### config.mk
export PLATFORM = sky130hd
export DESIGN_NAME = bcd_alarm_cmp
export DESIGN_NICKNAME = d
export VERILOG_FILES = /design/src/rtl/bcd_alarm_pkg.sv /design/src/rtl/bcd_alarm_wrgate.sv /design/src/rtl/bcd_alarm_match.sv /design/src/rtl/bcd_alarm_flag.sv /design/src/rtl/bcd_alarm_cmp.sv
export SDC_FILE = /design/constraint.sdc
export NUM_CORES = 1
export LEC_CHECK = 0
export ABC_AREA = 1
export BUFFER_PORTS_ARGS = -buffer_cell sky130_fd_sc_hd__clkbuf_2
export CORE_MARGIN = 10
export CORE_UTILIZATION = 48
export DETAILED_ROUTE_END_ITERATION = 16
export PLACE_DENSITY = 0.8
export SLEW_MARGIN = 20
export SYNTH_ARGS = -nofsm -noshare
export SYNTH_HDL_FRONTEND = slang
export SYNTH_SLANG_ARGS = --single-unit
### constraint.sdc
create_clock -name clk -period 1.6 [get_ports clk]
set_input_delay 0.16 -clock clk [delete_from_list [all_inputs] [get_ports clk]]
set_output_delay 0.16 -clock clk [all_outputs]
set_load 0.05 [all_outputs]
### src/rtl/bcd_alarm_pkg.sv
package bcd_alarm_pkg;
    localparam int REG_AW     = 2;
    localparam logic [REG_AW-1:0] ADDR_CTRL  = 2'd0;
    localparam logic [REG_AW-1:0] ADDR_ALARM = 2'd1;
    localparam logic [REG_AW-1:0] ADDR_FLAG  = 2'd2;
    localparam logic [REG_AW-1:0] ADDR_CLR   = 2'd3;
    localparam int CTRL_EN_BIT = 8;
    localparam int CTRL_IE_BIT = 12;

    typedef enum logic [1:0] {
        WG_ARMED = 2'd0,
        WG_DRAIN = 2'd1,
        WG_OPEN  = 2'd2
    } wg_state_e;
endpackage

### src/rtl/bcd_alarm_wrgate.sv
module bcd_alarm_wrgate
    import bcd_alarm_pkg::*;
#(
    parameter int WAIT_CYCLES = 2
) (
    input  logic clk,
    input  logic rst_n,
    input  logic en,
    output logic wr_ok
);
    localparam int CW = $clog2(WAIT_CYCLES + 1);
    localparam logic [CW-1:0] CNT_LAST = CW'(WAIT_CYCLES - 1);

    wg_state_e state_q, state_d;
    logic [CW-1:0] cnt_q;

    always_ff @(posedge clk) begin
        if (!rst_n) begin
            state_q <= WG_DRAIN;
            cnt_q   <= '0;
        end else begin
            state_q <= state_d;
            cnt_q   <= (state_q == WG_DRAIN) ? cnt_q + 1'b1 : '0;
        end
    end

    always_comb begin
        state_d = state_q;
        unique case (state_q)
            WG_ARMED: if (!en) state_d = WG_DRAIN;
            WG_DRAIN: begin
                if (en)                    state_d = WG_ARMED;
                else if (cnt_q == CNT_LAST) state_d = WG_OPEN;
            end
            WG_OPEN:  if (en) state_d = WG_ARMED;
            default:  state_d = WG_DRAIN;
        endcase
    end

    always_comb begin
        wr_ok = (state_q == WG_OPEN);
    end

    a_r2_en_closes_gate: assert property (@(posedge clk) disable iff (!rst_n)
        en |=> !wr_ok);
    a_r3_drain_keeps_low: assert property (@(posedge clk) disable iff (!rst_n)
        (state_q == WG_ARMED && !en) |=> !wr_ok);
endmodule

### src/rtl/bcd_alarm_match.sv
module bcd_alarm_match #(
    parameter int NUM_TIME_FIELDS = 3,
    parameter int FIELD_STRIDE    = 8
) (
    input  logic [31:0] alarm_word,
    input  logic [22:0] time_word,
    input  logic [15:0] date_word,
    output logic        hit
);
    localparam int VAL_W = FIELD_STRIDE - 1;

    logic [NUM_TIME_FIELDS-1:0] field_hit;

    for (genvar g = 0; g < NUM_TIME_FIELDS; g++) begin : g_field
        localparam int LO = g * FIELD_STRIDE;
        assign field_hit[g] = alarm_word[LO+VAL_W] ||
            (alarm_word[LO+VAL_W-1:LO] == time_word[LO+VAL_W-1:LO]);
    end

    logic day_hit;
    always_comb begin
        if (alarm_word[31])
            day_hit = 1'b1;
        else if (alarm_word[30])
            day_hit = (alarm_word[27:24] == {1'b0, date_word[15:13]});
        else
            day_hit = (alarm_word[29:24] == date_word[5:0]);
    end

    assign hit = (&field_hit) && day_hit;
endmodule

### src/rtl/bcd_alarm_flag.sv
module bcd_alarm_flag (
    input  logic clk,
    input  logic rst_n,
    input  logic set_evt,
    input  logic clr_evt,
    output logic flag
);
    always_ff @(posedge clk) begin
        if (!rst_n)       flag <= 1'b0;
        else if (set_evt) flag <= 1'b1;
        else if (clr_evt) flag <= 1'b0;
    end

    a_r8_set_lands: assert property (@(posedge clk) disable iff (!rst_n)
        set_evt |=> flag);
    a_r8_sticky: assert property (@(posedge clk) disable iff (!rst_n)
        (flag && !clr_evt) |=> flag);
    a_r7_no_spurious_set: assert property (@(posedge clk) disable iff (!rst_n)
        (!flag && !set_evt) |=> !flag);
endmodule

### src/rtl/bcd_alarm_cmp.sv
module bcd_alarm_cmp
    import bcd_alarm_pkg::*;
#(
    parameter int WAIT_CYCLES  = 2,
    parameter bit CLEAR_ON_ONE = 1'b0
) (
    input  logic        clk,
    input  logic        rst_n,
    input  logic        sec_tick,
    input  logic [22:0] time_word,
    input  logic [15:0] date_word,
    input  logic        reg_we,
    input  logic [1:0]  reg_addr,
    input  logic [31:0] reg_wdata,
    output logic        alarm_flag,
    output logic        alarm_irq,
    output logic        wr_allowed
);
    logic        en_q, ie_q;
    logic [31:0] alarm_q;
    logic        hit, set_evt, clr_evt;

    always_ff @(posedge clk) begin
        if (!rst_n) begin
            en_q    <= 1'b0;
            ie_q    <= 1'b0;
            alarm_q <= '0;
        end else if (reg_we) begin
            if (reg_addr == ADDR_CTRL) begin
                en_q <= reg_wdata[CTRL_EN_BIT];
                ie_q <= reg_wdata[CTRL_IE_BIT];
            end
            if (reg_addr == ADDR_ALARM && wr_allowed)
                alarm_q <= reg_wdata;
        end
    end

    bcd_alarm_wrgate #(.WAIT_CYCLES(WAIT_CYCLES)) u_wrgate (
        .clk   (clk),
        .rst_n (rst_n),
        .en    (en_q),
        .wr_ok (wr_allowed)
    );

    bcd_alarm_match u_match (
        .alarm_word (alarm_q),
        .time_word  (time_word),
        .date_word  (date_word),
        .hit        (hit)
    );

    assign set_evt = sec_tick && en_q && hit;

    if (CLEAR_ON_ONE) begin : g_clr_one
        assign clr_evt = reg_we && (reg_addr == ADDR_CLR) && reg_wdata[0];
    end else begin : g_clr_zero
        assign clr_evt = reg_we && (reg_addr == ADDR_FLAG) && !reg_wdata[0];
    end

    bcd_alarm_flag u_flag (
        .clk     (clk),
        .rst_n   (rst_n),
        .set_evt (set_evt),
        .clr_evt (clr_evt),
        .flag    (alarm_flag)
    );

    assign alarm_irq = alarm_flag && ie_q;

    a_r4_word_locked: assert property (@(posedge clk) disable iff (!rst_n)
        !wr_allowed |=> $stable(alarm_q));
    a_r9_irq_needs_ie: assert property (@(posedge clk) disable iff (!rst_n)
        $rose(alarm_irq) |-> ie_q);
    a_r7_tick_gated: assert property (@(posedge clk) disable iff (!rst_n)
        $rose(alarm_flag) |-> $past(sec_tick && en_q));
endmodule

==> results.tsv <==
stage	metric	value	unit
outcome	status	finished, final reports clean	
global_routing	grt_remaining_overflow	0	
global_routing	grt_pass1_vias	1936	
timing	worst_slack	0.157	ns
global_routing	track_usage	0.137	
timing	tns	0	ns
synthesis	ys_seq_elements	39	
setup_path	crit_top_cell	inv_1	
global_routing	grt_pass1_wl	8180	um
layout	syn2layout_area_growth	24.6	%
synthesis	synthMuxAreaShare	0	
synthesis	syn-cell-area	1970	um2
timing	fmax	693	MHz
synthesis	dominantRegCellSynth	dfxtp_1	
synthesis	async_flop_share	0	
timing	tightest_slew	0.292	ns
clocking	cts_tree	yes	
timing	setup_viol	0	
synthesis	synth_top_family_by_area	simple AND/OR/NAND/NOR gates	
clocking	clockBufferDepth	2	
setup_path	cp_data_arrival_time	1.61	ns
min_path	hp-class	input pin to flip-flop	
synthesis	syn_area_per_cell	6.74	um2
synthesis	synth_seq_area_share	0.397	
placed_design	post-place-ws	0.123	ns
placed_design	gp_congestion	0.788	
clocking	clock_sinks	39	
die	die_y	84.0	um
routing	first_iter_violations	70	
synthesis	syn_inst	292	
power	swShare	0.287	
synthesis	yosysTopAreaCell	dfxtp_1	
routing	dr.pass1.iters	4	
die	pin_count	80	
layout	layout-drive-gt1-share	0.230	
power	power_frac_seq	0.507	
flow_run	max-cap-violations	0	
die	fp.dieW	84.0	um
timing	grt_setup_unrepaired	false	
clocking	postCtsHoldBufs	0	
synthesis	yosysTopAreaCellShare	0.397	
clocking	clk_pin_slew_worst_paths	0.07	ns
routing	num_vias	1883	
setup_path	critical_path_required	1.77	ns
timing	fin_crit	1.44	ns
power	combPwrFrac	0.217	
setup_path	r2r_slack	0.16	ns
clocking	clock_latency	0.28	ns
die	rows	23	
synthesis	synth-compound-area-share	0.146	
clocking	htree_levels	2	
die	dieArea	7060	um2
synthesis	synth_most_common_cell	nor2_1	
power	power.internal	1.53	mW
timing	slew_violations	0	
timing	fin_worst_skew	0.00205	ns
timing	relSlewSlack	0.806	
global_routing	grt_max_degree	31	
synthesis	synth-edff-count	0	
layout	diodes	0	
synthesis	synthDistinctLibCells	18	
routing	final_antenna_net_count	0	
setup_path	cp-end-kind	flip-flop	
setup_path	critPathLaunchType	flip-flop	
synthesis	synth_warnings	0	
synthesis	syn_nets	373	
routing	vias_per_cell	4.54	
layout	nets	447	
setup_path	critical_path.cell_chain	inv_1 > ha_1 > inv_1 > nor2_1 > inv_1 > nor2_1 > nor2_1 > inv_1 > a21oi_1 > o21ai_0	
power	clkPwrFrac	0.276	
routing	wire_per_inst	11.5	um
power	power_density	874	nW/um2
power	p_sw	615	uW
setup_path	slowest_delay	0.39	ns
synthesis	synth-simple-area-share	0.250	
timing	timing.final.crit_share	0.902	
synthesis	synthTopCellsByCount	63 x nor2_1, 56 x nand2_1, 41 x inv_1, 39 x dfxtp_1, 27 x o21ai_0	
setup_path	crit_slowest_cell	dfxtp_1	
setup_path	worstSetupPathType	flip-flop to flip-flop	
synthesis	synth-xor-area-share	0.0712	
synthesis	synthAdderAreaFrac	0.0254	
global_routing	antenna_found_initial	0	
power	leakage	1.28	nW
die	initial_core_util	0.496	
synthesis	yosys-top-cells-area	dfxtp_1 40%, nor2_1 12%, nand2_1 11%	
timing	hold_viol	0	
setup_path	critPathMaxFanout	3	
clocking	cts_root_buffer	clkbuf_8	
clocking	cts_inserted_buffers	5	
die	fp.coreArea	3970	um2
routing	drc	0	
placed_design	dp_hpwl	3900	um
routing	routed_wl	4790	um
placed_design	port_buffers	70	
power	ir_worst_vdd	0.583	mV
==> logic make-up (layout without fill, tap and decap cells) <==
| kind of cell | count (synthesis) | in the layout |
|---|---|---|
| AO/OA/AOI/OAI | 57 | 57 |
| AND/OR/NAND/NOR | 125 | 125 |
| flip-flops | 39 | 39 |
| buffers and inverters | 51 | 124 |
| adder cells (fa/ha/maj) | 4 | 4 |
| XOR/XNOR | 16 | 16 |
==> routing by layer <==
layer / track usage / wire length (um)
met5: 0 / 0
met4: 0.0563 / 70
met3: 0.0664 / 451
met2: 0.227 / 2160
met1: 0.145 / 2110
==> power by group through the flow <==
stage	clock network [mW]	logic (mW)	registers, mW
final	0.592	0.465	1.09
after global placement	0	0.448	1.10
after CTS	0.613	0.469	1.09
after floorplan	0	0.318	1.10
after global routing	0.661	0.543	1.10
after detailed placement	0	0.466	1.11
==> state kept, by name, summed over array words and instances, names as in the netlist <==
register	cells
ie_q	1
u_flag.flag	1
u_wrgate.cnt_q	2
alarm_q	32
en_q	1
u_wrgate.state_q	2
==> through the flow <==
| stage | instances | hold slack (ns) | total power [mW] | instance area (um2) | utilization |
|---|---|---|---|---|---|
| after detailed placement | 409 | 0.389 | 1.57 | 2380 | 0.598 |
| after CTS | 415 | 0.0934 | 2.17 | 2450 | 0.617 |
| after global routing | 415 | 0.105 | 2.30 | 2450 | 0.618 |
| after floorplan | 292 | 0.295 | 1.42 | 1980 | - |
| final | 415 | 0.100 | 2.14 | 2450 | 0.618 |
| after global placement | 409 | 0.381 | 1.55 | 2380 | 0.598 |
==> timing repair <==
| item | CTS | global route |
|---|---|---|
| buffers inserted | 0 | 0 |
| endpoints found under the setup margin | 0 | 4 |
| resized for setup | 0 | 4 |
==> critical path, delay by kind of cell, from the launching register on <==
family | cells | cell delay [ns]
flops | 1 | 0.39
buf+inv | 4 | 0.32
fa+ha+maj | 1 | 0.18
compound gates | 2 | 0.20
simple gates | 3 | 0.24
==> final cells by class <==
cell class	instances	area (um2)
well taps	50	62.6
flip-flops and latches	39	781
repair buffers	75	392
inverters	43	161
fillers	383	1520
multi-input cells	202	983
clock buffers	6	72.6
==> worst paths after layout <==
| check | startpoint | to | depth (start not counted) |
|---|---|---|---|
| worst max-delay path | u_wrgate.state_q[1] | u_wrgate.state_q[0] | 10 |
| worst min-delay path | reg_wdata[4] | alarm_q[4] | 3 |
| worst max register to register | u_wrgate.state_q[1] | u_wrgate.state_q[0] | 10 |
| worst min register to register | u_wrgate.cnt_q[0] | u_wrgate.cnt_q[0] | 1 |
==> layout by cell type (no fill, tap or decap), types with 5 or more instances in the layout <==
cell type and instances:
xnor2_1 10, clkbuf_2 70, o21ai_0 24, inv_1 41
nand2_1 56, clkbuf_8 5, dfxtp_1 39, a21oi_1 17
o21ai_1 15, nor2_1 63, xor2_1 6
Note: power is estimated with default switching activity, not from simulation.
